<file path="src/rtl/ebap_pkg.sv">
package ebap_pkg;

  typedef enum logic [2:0] {
    EP_CTRL = 3'd0,
    EP_STAT = 3'd1,
    EP_IEN  = 3'd2,
    EP_IREQ = 3'd3,
    EP_BASE = 3'd4,
    EP_LEN  = 3'd5,
    EP_RSVD = 3'd6
  } ep_slot_e;

  typedef enum logic [2:0] {
    DV_CTRL = 3'd0,
    DV_PWR  = 3'd1,
    DV_IEN  = 3'd2,
    DV_IREQ = 3'd3,
    DV_RSVD = 3'd4,
    DV_FRLO = 3'd5,
    DV_FRHI = 3'd6
  } dev_slot_e;

  // buffer address before truncation to the RAM width
  function automatic logic [15:0] buf_addr(input logic [7:0] base, input logic [7:0] off);
    return ({8'h00, base} << 3) + {8'h00, off};
  endfunction

  // transfer allowed when direction and full flag disagree
  function automatic logic access_ok(input logic dir, input logic full);
    return dir ^ full;
  endfunction

endpackage

</file>
<file path="src/rtl/ebap_ep_bank.sv">
module ebap_ep_bank #(
  parameter int DIR_BIT  = 7,
  parameter int FULL_BIT = 0,
  parameter int ERR_BIT  = 0
) (
  input  logic       clk,
  input  logic       rst_n,
  input  logic       wr_en,
  input  logic [2:0] slot,
  input  logic [7:0] wdata,
  input  logic       set_err,
  output logic [7:0] rd_byte,
  output logic       dir_q,
  output logic       full_q,
  output logic       err_q,
  output logic [7:0] base_q
);
  import ebap_pkg::*;

  localparam logic [7:0] ERR_MASK = 8'(1) << ERR_BIT;

  logic [7:0] ctrl_r, stat_r, ien_r, ireq_r, base_r, len_r;

  always_ff @(posedge clk) begin
    if (!rst_n) begin
      ctrl_r <= '0;
      stat_r <= '0;
      ien_r  <= '0;
      ireq_r <= '0;
      base_r <= '0;
      len_r  <= '0;
    end else begin
      if (wr_en) begin
        case (slot)
          EP_CTRL: ctrl_r <= wdata;
          EP_STAT: stat_r <= wdata;
          EP_IEN:  ien_r  <= wdata;
          EP_IREQ: ireq_r <= (wdata & ~ERR_MASK) | (ireq_r & wdata & ERR_MASK);
          EP_BASE: base_r <= wdata;
          EP_LEN:  len_r  <= wdata;
          default: ;
        endcase
      end
      if (set_err) ireq_r[ERR_BIT] <= 1'b1;
    end
  end

  always_comb begin
    case (slot)
      EP_CTRL: rd_byte = ctrl_r;
      EP_STAT: rd_byte = stat_r;
      EP_IEN:  rd_byte = ien_r;
      EP_IREQ: rd_byte = ireq_r;
      EP_BASE: rd_byte = base_r;
      EP_LEN:  rd_byte = len_r;
      default: rd_byte = 8'h00;
    endcase
  end

  assign dir_q  = ctrl_r[DIR_BIT];
  assign full_q = stat_r[FULL_BIT];
  assign err_q  = ireq_r[ERR_BIT];
  assign base_q = base_r;

endmodule

</file>
<file path="src/rtl/ebap_dev_bank.sv">
module ebap_dev_bank (
  input  logic       clk,
  input  logic       rst_n,
  input  logic       wr_en,
  input  logic [2:0] slot,
  input  logic [7:0] wdata,
  output logic [7:0] rd_byte
);
  import ebap_pkg::*;

  logic [7:0] ctrl_r, pwr_r, ien_r, ireq_r, frlo_r, frhi_r;

  always_ff @(posedge clk) begin
    if (!rst_n) begin
      ctrl_r <= '0;
      pwr_r  <= '0;
      ien_r  <= '0;
      ireq_r <= '0;
      frlo_r <= '0;
      frhi_r <= '0;
    end else if (wr_en) begin
      case (slot)
        DV_CTRL: ctrl_r <= wdata;
        DV_PWR:  pwr_r  <= wdata;
        DV_IEN:  ien_r  <= wdata;
        DV_IREQ: ireq_r <= wdata;
        DV_FRLO: frlo_r <= wdata;
        DV_FRHI: frhi_r <= wdata;
        default: ;
      endcase
    end
  end

  always_comb begin
    case (slot)
      DV_CTRL: rd_byte = ctrl_r;
      DV_PWR:  rd_byte = pwr_r;
      DV_IEN:  rd_byte = ien_r;
      DV_IREQ: rd_byte = ireq_r;
      DV_FRLO: rd_byte = frlo_r;
      DV_FRHI: rd_byte = frhi_r;
      default: rd_byte = 8'h00;
    endcase
  end

endmodule

</file>
<file path="src/rtl/ebap_buf_ram.sv">
module ebap_buf_ram #(
  parameter int AW = 8
) (
  input  logic          clk,
  input  logic          we,
  input  logic [AW-1:0] addr,
  input  logic [7:0]    wdata,
  output logic [7:0]    rdata
);
  localparam int DEPTH = 1 << AW;

  logic [7:0] mem [DEPTH];

  always_ff @(posedge clk) begin
    if (we) mem[addr] <= wdata;
  end

  assign rdata = mem[addr];

endmodule

</file>
<file path="src/rtl/ebap_access_port.sv">
module ebap_access_port #(
  parameter int         NUM_EP    = 5,
  parameter int         RAM_AW    = 8,
  parameter logic [7:0] SEL_ADDR  = 8'hC0,
  parameter logic [7:0] WIN_BASE  = 8'hC1,
  parameter logic [7:0] OFF_ADDR  = 8'hD2,
  parameter logic [7:0] DATA_ADDR = 8'hD3,
  parameter int         DIR_BIT   = 7,
  parameter int         FULL_BIT  = 0,
  parameter int         ERR_BIT   = 0
) (
  input  logic       clk,
  input  logic       rst_n,
  input  logic [7:0] sfr_addr,
  input  logic       sfr_wr,
  input  logic       sfr_rd,
  input  logic [7:0] sfr_wdata,
  output logic [7:0] sfr_rdata
);
  import ebap_pkg::*;

  localparam int         WIN_SLOTS = 7;
  localparam logic [7:0] WIN_LAST  = WIN_BASE + 8'(WIN_SLOTS - 1);

  // bus decode
  logic       wr_cyc, rd_cyc, in_win, data_hit;
  logic [2:0] slot;
  assign wr_cyc   = sfr_wr;
  assign rd_cyc   = sfr_rd & ~sfr_wr;
  assign in_win   = (sfr_addr >= WIN_BASE) && (sfr_addr <= WIN_LAST);
  assign slot     = 3'(sfr_addr - WIN_BASE);
  assign data_hit = (sfr_addr == DATA_ADDR);

  // bank select and offset
  logic [7:0] sel_q, off_q;
  logic       dev_sel, ep_valid;
  logic [2:0] ep_idx;
  assign dev_sel  = sel_q[7];
  assign ep_valid = !sel_q[7] && (32'(sel_q[2:0]) < NUM_EP);
  assign ep_idx   = ep_valid ? sel_q[2:0] : 3'd0;

  // per-endpoint state
  logic [7:0]        ep_rd   [NUM_EP];
  logic [7:0]        ep_base [NUM_EP];
  logic [NUM_EP-1:0] ep_dir, ep_full, err_vec, err_clr;
  logic [NUM_EP-1:0] ep_wr, ep_set_err;

  // events
  logic cur_dir, cur_full, cur_ok;
  logic data_req, data_ok_ev, data_refuse_ev, ram_we, bank_none;
  logic [7:0] cur_base;

  assign cur_dir  = ep_dir[ep_idx];
  assign cur_full = ep_full[ep_idx];
  assign cur_base = ep_base[ep_idx];
  assign cur_ok   = access_ok(cur_dir, cur_full);

  assign data_req       = data_hit & (wr_cyc | rd_cyc);
  assign data_ok_ev     = data_req & ep_valid & cur_ok;
  assign data_refuse_ev = data_req & ep_valid & ~cur_ok;
  assign ram_we         = data_ok_ev & wr_cyc;
  assign bank_none      = in_win & ~dev_sel & ~ep_valid;

  generate
    for (genvar e = 0; e < NUM_EP; e++) begin : g_ep
      assign ep_wr[e]      = wr_cyc & in_win & ep_valid & (ep_idx == 3'(e));
      assign ep_set_err[e] = data_refuse_ev & (ep_idx == 3'(e));
      assign err_clr[e]    = ep_wr[e] & (slot == EP_IREQ) & ~sfr_wdata[ERR_BIT];

      ebap_ep_bank #(
        .DIR_BIT (DIR_BIT),
        .FULL_BIT(FULL_BIT),
        .ERR_BIT (ERR_BIT)
      ) u_bank (
        .clk    (clk),
        .rst_n  (rst_n),
        .wr_en  (ep_wr[e]),
        .slot   (slot),
        .wdata  (sfr_wdata),
        .set_err(ep_set_err[e]),
        .rd_byte(ep_rd[e]),
        .dir_q  (ep_dir[e]),
        .full_q (ep_full[e]),
        .err_q  (err_vec[e]),
        .base_q (ep_base[e])
      );
    end
  endgenerate

  // device bank
  logic [7:0] dev_rd;
  ebap_dev_bank u_dev (
    .clk    (clk),
    .rst_n  (rst_n),
    .wr_en  (wr_cyc & in_win & dev_sel),
    .slot   (slot),
    .wdata  (sfr_wdata),
    .rd_byte(dev_rd)
  );

  // buffer RAM
  logic [RAM_AW-1:0] ram_addr;
  logic [7:0]        ram_rdata;
  assign ram_addr = RAM_AW'(buf_addr(cur_base, off_q));

  ebap_buf_ram #(.AW(RAM_AW)) u_ram (
    .clk  (clk),
    .we   (ram_we),
    .addr (ram_addr),
    .wdata(sfr_wdata),
    .rdata(ram_rdata)
  );

  // select and offset registers
  always_ff @(posedge clk) begin
    if (!rst_n) begin
      sel_q <= '0;
      off_q <= '0;
    end else begin
      if (wr_cyc && sfr_addr == SEL_ADDR) sel_q <= sfr_wdata;
      if (wr_cyc && sfr_addr == OFF_ADDR) off_q <= sfr_wdata;
      else if (data_ok_ev)                off_q <= off_q + 8'd1;
    end
  end

  // read path
  logic [7:0] rd_next;
  always_comb begin
    rd_next = 8'h00;
    if (sfr_addr == SEL_ADDR)      rd_next = sel_q;
    else if (sfr_addr == OFF_ADDR) rd_next = off_q;
    else if (data_hit)             rd_next = data_ok_ev ? ram_rdata : 8'h00;
    else if (in_win) begin
      if (dev_sel)       rd_next = dev_rd;
      else if (ep_valid) rd_next = ep_rd[ep_idx];
    end
  end

  always_ff @(posedge clk) begin
    if (!rst_n)      sfr_rdata <= '0;
    else if (rd_cyc) sfr_rdata <= rd_next;
  end

endmodule

</file>
<file path="config.mk">
export PLATFORM = sky130hd
export DESIGN_NAME = ebap_access_port
export DESIGN_NICKNAME = d
export VERILOG_FILES = /design/src/rtl/ebap_pkg.sv /design/src/rtl/ebap_ep_bank.sv /design/src/rtl/ebap_dev_bank.sv /design/src/rtl/ebap_buf_ram.sv /design/src/rtl/ebap_access_port.sv
export SDC_FILE = /design/constraint.sdc
export NUM_CORES = 2
export LEC_CHECK = 0
export BUFFER_PORTS_ARGS = -buffer_cell sky130_fd_sc_hd__buf_2
export CAP_MARGIN = 20
export CORE_MARGIN = 3
export CORE_UTILIZATION = 40
export DETAILED_ROUTE_END_ITERATION = 8
export PLACE_DENSITY = 0.56
export SYNTH_ARGS = -nofsm -noshare
export SYNTH_HDL_FRONTEND = slang
export SYNTH_SLANG_ARGS = --single-unit
</file>
<file path="constraint.sdc">
create_clock -name clk -period 5.7 [get_ports clk]
set_input_delay 0.855 -clock clk [delete_from_list [all_inputs] [get_ports clk]]
set_output_delay 0.855 -clock clk [all_outputs]
set_load 0.02 [all_outputs]
</file>
[Yosys cells after proc, flatten, opt, wreduce, memory -nomap -nowiden]
Memories as Yosys holds them, arrays and structs flattened.
Cells that the tools add are included.
Word-level totals
  register bits: 312
  memory bits (writable): 2048
  bits of input ports: 20
  output and inout bits: 8
  memories: 1
Memory list
  u_ram.mem: words 256, bits a word 8, rd ports 1, clocked after memory_dff 0, write ports 1, RTL line ebap_buf_ram.sv:12  | logic [7:0] mem [DEPTH];
Cells by class
  add/subtract/negate cells: 3
  $lt $le $gt $ge: 5
  eq/ne operators: 13
  multiplexer cells: 43
  bitwise logic cells: 34
  reductions and logical operators: 59
Operators with widths (count)
  8-bit one-hot mux with 6 select lines: 6
  8-bit two-way mux: 11
  2-bit AND reduction: 41
  8-bit binary-select mux with 3-bit select: 2
  8-bit by 1-bit bitwise OR with 8-bit output: 5
  1-bit AND: 24
  8-bit equality test (second input constant): 3
  2-bit nonzero test: 11
  1-bit two-way mux: 19
  3-bit by 2-bit equality test with 1-bit output (second input constant): 4
  3-bit equality test (second input constant): 4
  5-bit two-way mux: 2
  8-bit by 1-bit adder with 8-bit output (second input constant): 1
  8-bit adder: 1
  8-bit >= comparator (second input constant): 1
  8-bit <= comparator (second input constant): 1
  1-bit binary-select mux with 3-bit select: 2
  3-bit by 1-bit equality test with 1-bit output (second input constant): 2
  3-bit zero test: 2
  4-bit >= comparator (second input constant): 1
  1-bit logical AND: 4
  3-bit by 4-bit less-than comparator with 1-bit output (second input constant): 1
  3-bit NOT with 4-bit output: 1
  3-bit less-than comparator (second input constant): 1
  other kinds (6): 7

[Longest topological paths before layout]
  depth in word-level cells: 13
  depth in mapped cells: 19

[Hierarchy]
Synthesis repeated with hierarchy kept, for this count alone.
Second synthesis, totals
  cell total of the unflattened synthesis: 5317
  area, all modules: 95003.6 sq um
By module, submodules not included
  ebap_buf_ram: instances 1, cells each 3539, area an instance 78332.6 sq um, sequential area each 61499.0 sq um
  ebap_ep_bank: instances 5, cells each 235, area an instance 2338.5 sq um, sequential area each 960.9 sq um
  ebap_access_port: instances 1, cells each 349, area an instance 2596.2 sq um, sequential area each 480.5 sq um
  ebap_dev_bank: instances 1, cells each 254, area an instance 2382.3 sq um, sequential area each 960.9 sq um

[Worst setup path after synthesis]
OpenSTA, ideal clock, no wires.
  path type: register to register
  start point: register sel_q[0]
  end point: memory u_ram.mem[110][0], enable pin
  setup time: 0.370 ns
  arrival: 4.217 ns
  path slack: 1.113 ns
  stages on the path, launching flop included: 16
  buffers on the path: 4
  cell sequence: dfxtp_1 -> clkbuf_1 -> nor2_1 -> nor3_1 -> o22ai_1 -> o31ai_1 -> ha_1 -> inv_1 -> fa_1 -> xnor2_1 -> clkbuf_1 -> and2_1 -> clkbuf_1 -> nand3_1 -> clkbuf_1 -> nor2_1
Between the ends
  longest elaborated chain between the ends: 10
  elaborated cells on any way between the ends: 18
  classes of those cells: add/sub (1); order compare (1); mux (10); bitwise (5); reduce/logical (1)
RTL lines
  start: declaration: RTL line ebap_access_port.sv:35  | logic [7:0] sel_q, off_q;
  start signal: assignment: RTL line ebap_access_port.sv:120  | if (wr_cyc && sfr_addr == SEL_ADDR) sel_q <= sfr_wdata;
  parallel branches: the longest is 10 deep, another holds 8-bit adder
  end: declaration: RTL line ebap_buf_ram.sv:12
Several ways; the timed one is not identified. The select of a mux whose other input is x is not followed.

[Worst setup path after layout]
  start point: register sel_q[0]
  end point: register sfr_rdata[0]
Between the ends
  longest elaborated chain between the ends: 13
  elaborated cells on any way between the ends: 26
  classes of those cells: add/sub (1); order compare (1); mux (18); bitwise (4); reduce/logical (1); memory (1)
RTL lines
  3-bit less-than comparator: RTL line ebap_access_port.sv:39  | assign ep_valid = !sel_q[7] && (32'(sel_q[2:0]) < NUM_EP);
  1-bit logical AND: RTL line ebap_access_port.sv:39
  3-bit two-way mux: RTL line ebap_access_port.sv:40  | assign ep_idx = ep_valid ? sel_q[2:0] : 3'd0;
  3-bit NOT with 4-bit output (implied by the code): RTL line ebap_access_port.sv:55, ebap_access_port.sv:135
  8-bit binary-select mux with 3-bit select (on tied branches): RTL line ebap_access_port.sv:55, ebap_access_port.sv:135
  5-bit two-way mux (implied by the code) or 8-bit two-way mux (tied branches) (2 in series): RTL line ebap_access_port.sv:55, ebap_access_port.sv:135
  8-bit adder or 8-bit two-way mux (tied branches): RTL line ebap_pkg.sv:25, ebap_access_port.sv:135
  memory 256 x 8 bit or 8-bit two-way mux (tied branches)
  8-bit two-way mux (on tied branches): RTL line ebap_access_port.sv:132, ebap_access_port.sv:133
  8-bit two-way mux: RTL line ebap_access_port.sv:132  | else if (data_hit) rd_next = data_ok_ev ? ram_rdata : 8'h00;
  8-bit two-way mux: RTL line ebap_access_port.sv:131  | else if (sfr_addr == OFF_ADDR) rd_next = off_q;
  8-bit two-way mux (*): RTL line ebap_access_port.sv:130  | if (sfr_addr == SEL_ADDR) rd_next = sel_q;
  end signal: assignment: RTL line ebap_access_port.sv:141  | else if (rd_cyc) sfr_rdata <= rd_next;
  end: declaration: RTL line ebap_access_port.sv:18  | output logic [7:0] sfr_rdata
Mark *: on every way between the ends. The rest lies on a longest branch, timed or not. The select of a mux whose other input is x is not followed.
A chain may end at the register's enable or synchronous reset.

==> metrics.md <==
| Metric | Value |
|---|---|
| Sequential share of the synthesized area | between 70% and 80% |
| Initial drt markers | between 7000 and 8000 |
| Max IR drop VDD | around 0.28 mV |
| Setup crit start | sel_q[0] |
| First-pass GRT wire length | around 400000 µm |
| Remaining DRCs | 1 |
| Synth top area cells | edfxtp_1, mux4_2, dfxtp_1, a21oi_1, nand2_1 |
| Critical path launch point type | register |
| CTS clk-pin slew, worst paths | 0.06 ns |
| Num CTS Buffers | 234 |
| Mapped Nets | about 5500 |
| Clock tree buffer depth | 3 |
| Yosys top cell area share | between 60 and 70% |
| Vias per cell | ~6 |
| Avg Inst Size Synth | roughly 17 µm² |
| Final hold viol count | 0 |
| Sink of the worst hold path | sfr_rdata[5] |
| # port buffers | 27 |
| GRT overflow | 0 |
| Hold_ws | slightly above 0.4 ns |
| Worst slew margin | about a fifth |
| Vias in the first global route | 51600 |
| FF-to-FF setup slack | about 0.17 ns |
| Post-synthesis cell type count | 80 |
| Routed Antenna Nets | 0 |
| RSZ-0062 raised after global routing | true |
| Peak Freq | about 180 MHz |
| CP required | roughly 6.5 ns |
| Leakage | between 30 and 40 nW |
| Power after layout | 35.7 mW |
| Post-synth top area cell | edfxtp_1 |
| DR vias | around 53000 |
| Slew Viols, Final | 0 |
| DP Area | 0.0982 mm² |
| Clock skew | approximately 0.06 ns |
| Worst R2R End | sfr_rdata[0] |
| Layout cells sized above 1 | roughly 22% |
| TritonCTS clock tree | built |
| Post-synth top cells | edfxtp_1, mux4_2, nand2_1, a21oi_1, nor2_1 |
| Final core area utilization | a little under half |
| Initial antenna violation count | 15 |
| Row count | 176 |
| Worst-skew pair later-pin latency | around 0.88 ns |
| Top-count cell post-synth | edfxtp_1 |
| Total GRT Usage | ~23% |
| Drt first pass iters | 9 |
| Mapped Area | 0.0935 mm² |
| Critical R2R Launch | sel_q[0] |
| Final Cell Area | 0.106 mm² |
| Arrival @ worst endpoint | 6.28 ns |
| Actual slew at the worst max-slew pin | roughly 1.2 ns |
| Violated checks | design-rule violations |
| CTS H-tree lvls | 4 |
| Post-Syn Instances | 5455 |
| Nets | between 5000 and 6000 |
| R2R cell count | 14 |
| HP Start | rst_n |
| WS Path Type | reg2reg |
| Die Ht | 490 µm |
| GP Congestion | a little over 0.9 |
| Clock sinks | 2360 |
| Largest net degree at the start of global routing | 229 |
| Asr flop ratio synth | 0% |
| Post-route minimum period | between 5 and 6 ns |
| Final WL | 279000 µm |
| Setup violators final | 0 |
| PwrDens | about 340 mW/mm² |
| Area Growth Syn to Fin | 13.8% |
| Yosys warns | 0 |
| Die area | between 0.2 and 0.25 mm² |
| Post-synth EDFFs | just over 2000 |
| Max Cap Viol | 0 |
| Hpwl dp | 174000 µm |
| Die Span X | approximately 490 µm |
| Setup ws final | around 0.17 ns |
| Hold Path Cell Cnt | 2 |
| Critical Path Sink Type | register |
| Most used DFF post-synth | edfxtp_1 |
| Core Area | ~0.23 mm² |
| IO Pins | 28 |
| WL/cell | about 32 µm |
| CP Max Fanout | 17 |
| Flops & latches, synth | between 2000 and 2500 |
| Worst hold path type | in2reg |
| Clock root buffer | clkbuf_16 |
| Final Cycle Share | about 97% |
| Status | finished, violations left |
| DP Worst Slack | -0.351 ns |
| Starting Density | around two fifths |
per-layer routing:
layer  vias up  part of all wire [%]  global-route usage [%]  routed length [µm]
li1      22100                     -                       -                   -
met1     28000                    43                    34.1              119000
met2      2746                    45                    34.3              125000
met3       410                   9.5                    5.48               26500
met4         6                   3.1                    6.91                8540
met5         -                 0.014                       0                  39
cell families after synthesis:
logic type      Yosys count  share of synthesized area [%]
mux                     644                           14.2
flops                  2360                           72.4
xor+xnor                 11                          0.118
buf+inv                 412                           2.02
fa+ha+maj                10                          0.142
compound gates          793                           5.30
simple gates           1225                           5.78
worst max-delay path, cell delays in order, from the launching register on:
cell	delay (ns)
dfxtp_1	0.52
nor2_1	0.11
nor3_1	0.21
buf_4	0.22
o22ai_1	0.10
o31ai_1	0.60
inv_1	0.15
fa_2	0.81
buf_4	0.32
nand2b_2	0.53
o22ai_1	0.26
nor3_1	0.83
nand2_1	0.32
nand3_1	0.30
a21oi_1	0.10
placed cells by master (no fill, tap or decap), types with 107 or more instances in the layout:
cell type / netlist / routed
a22oi_1: 107 / 107
clkbuf_16: 0 / 238
dfxtp_1: 312 / 309
nand2_1: 434 / 432
nor2_1: 335 / 321
edfxtp_1: 2048 / 2048
nand3_1: 316 / 316
mux4_2: 543 / 543
buf_4: 46 / 230
a21oi_1: 367 / 366
power breakdown:
part / internal [mW] / leakage, nW / switching [mW]
Clock: 9.50 / 3.95 / 6.75
Sequential: 18.7 / 20.9 / 0.00739
Combinational: 0.114 / 7.05 / 0.576
layout make-up:
| class | count | area (µm²) |
|---|---|---|
| multi-input cells | 2683 | 24100 |
| fillers | 19500 | 125000 |
| well taps | 3026 | 3790 |
| repair buffers | 288 | 2570 |
| inverters | 11 | 48.8 |
| diodes | 3 | 7.51 |
| clock buffers | 286 | 6250 |
| clock inverters | 160 | 1950 |
| flip-flops and latches | 2360 | 67800 |
metrics by stage:
stage	TNS [ns]	std cells
6_report	0	8817
3_5_place_dp	-0.663	8367
2_1_floorplan	0	5455
4_1_cts	0	8813
5_1_grt	-3.93	8815
3_3_place_gp	-0.398	8367
flip-flops by register name (all words and copies together), names as in the netlist:
register	flops
g_ep.u_bank.stat_r	40
g_ep.u_bank.ien_r	40
g_ep.u_bank.base_q	40
u_dev.pwr_r	8
sfr_rdata	8
u_dev.ctrl_r	8
off_q	8
sel_q	8
u_dev.frlo_r	8
u_dev.ien_r	8
u_ram.mem	2048
g_ep.u_bank.ireq_r	40
u_dev.ireq_r	8
u_dev.frhi_r	8
g_ep.u_bank.len_r	40
g_ep.u_bank.ctrl_r	40
worst max-delay path by stage:
stage | to | depth (start not counted)
2_1_floorplan | u_ram.mem[110][0] | 15
3_3_place_gp | sfr_rdata[7] | 14
3_5_place_dp | sfr_rdata[6] | 14
4_1_cts | sfr_rdata[0] | 14
5_1_grt | u_ram.mem[187][4] | 13
6_report | sfr_rdata[0] | 14
timing repair:
action,CTS,global route
gates cloned,0,0
setup buffers,0,0
hold buffers,0,0
hold endpoints to repair,0,0
resized for setup,4,11
setup endpoints to repair,3,185
No activity file was read; power rests on OpenSTA's default activity.
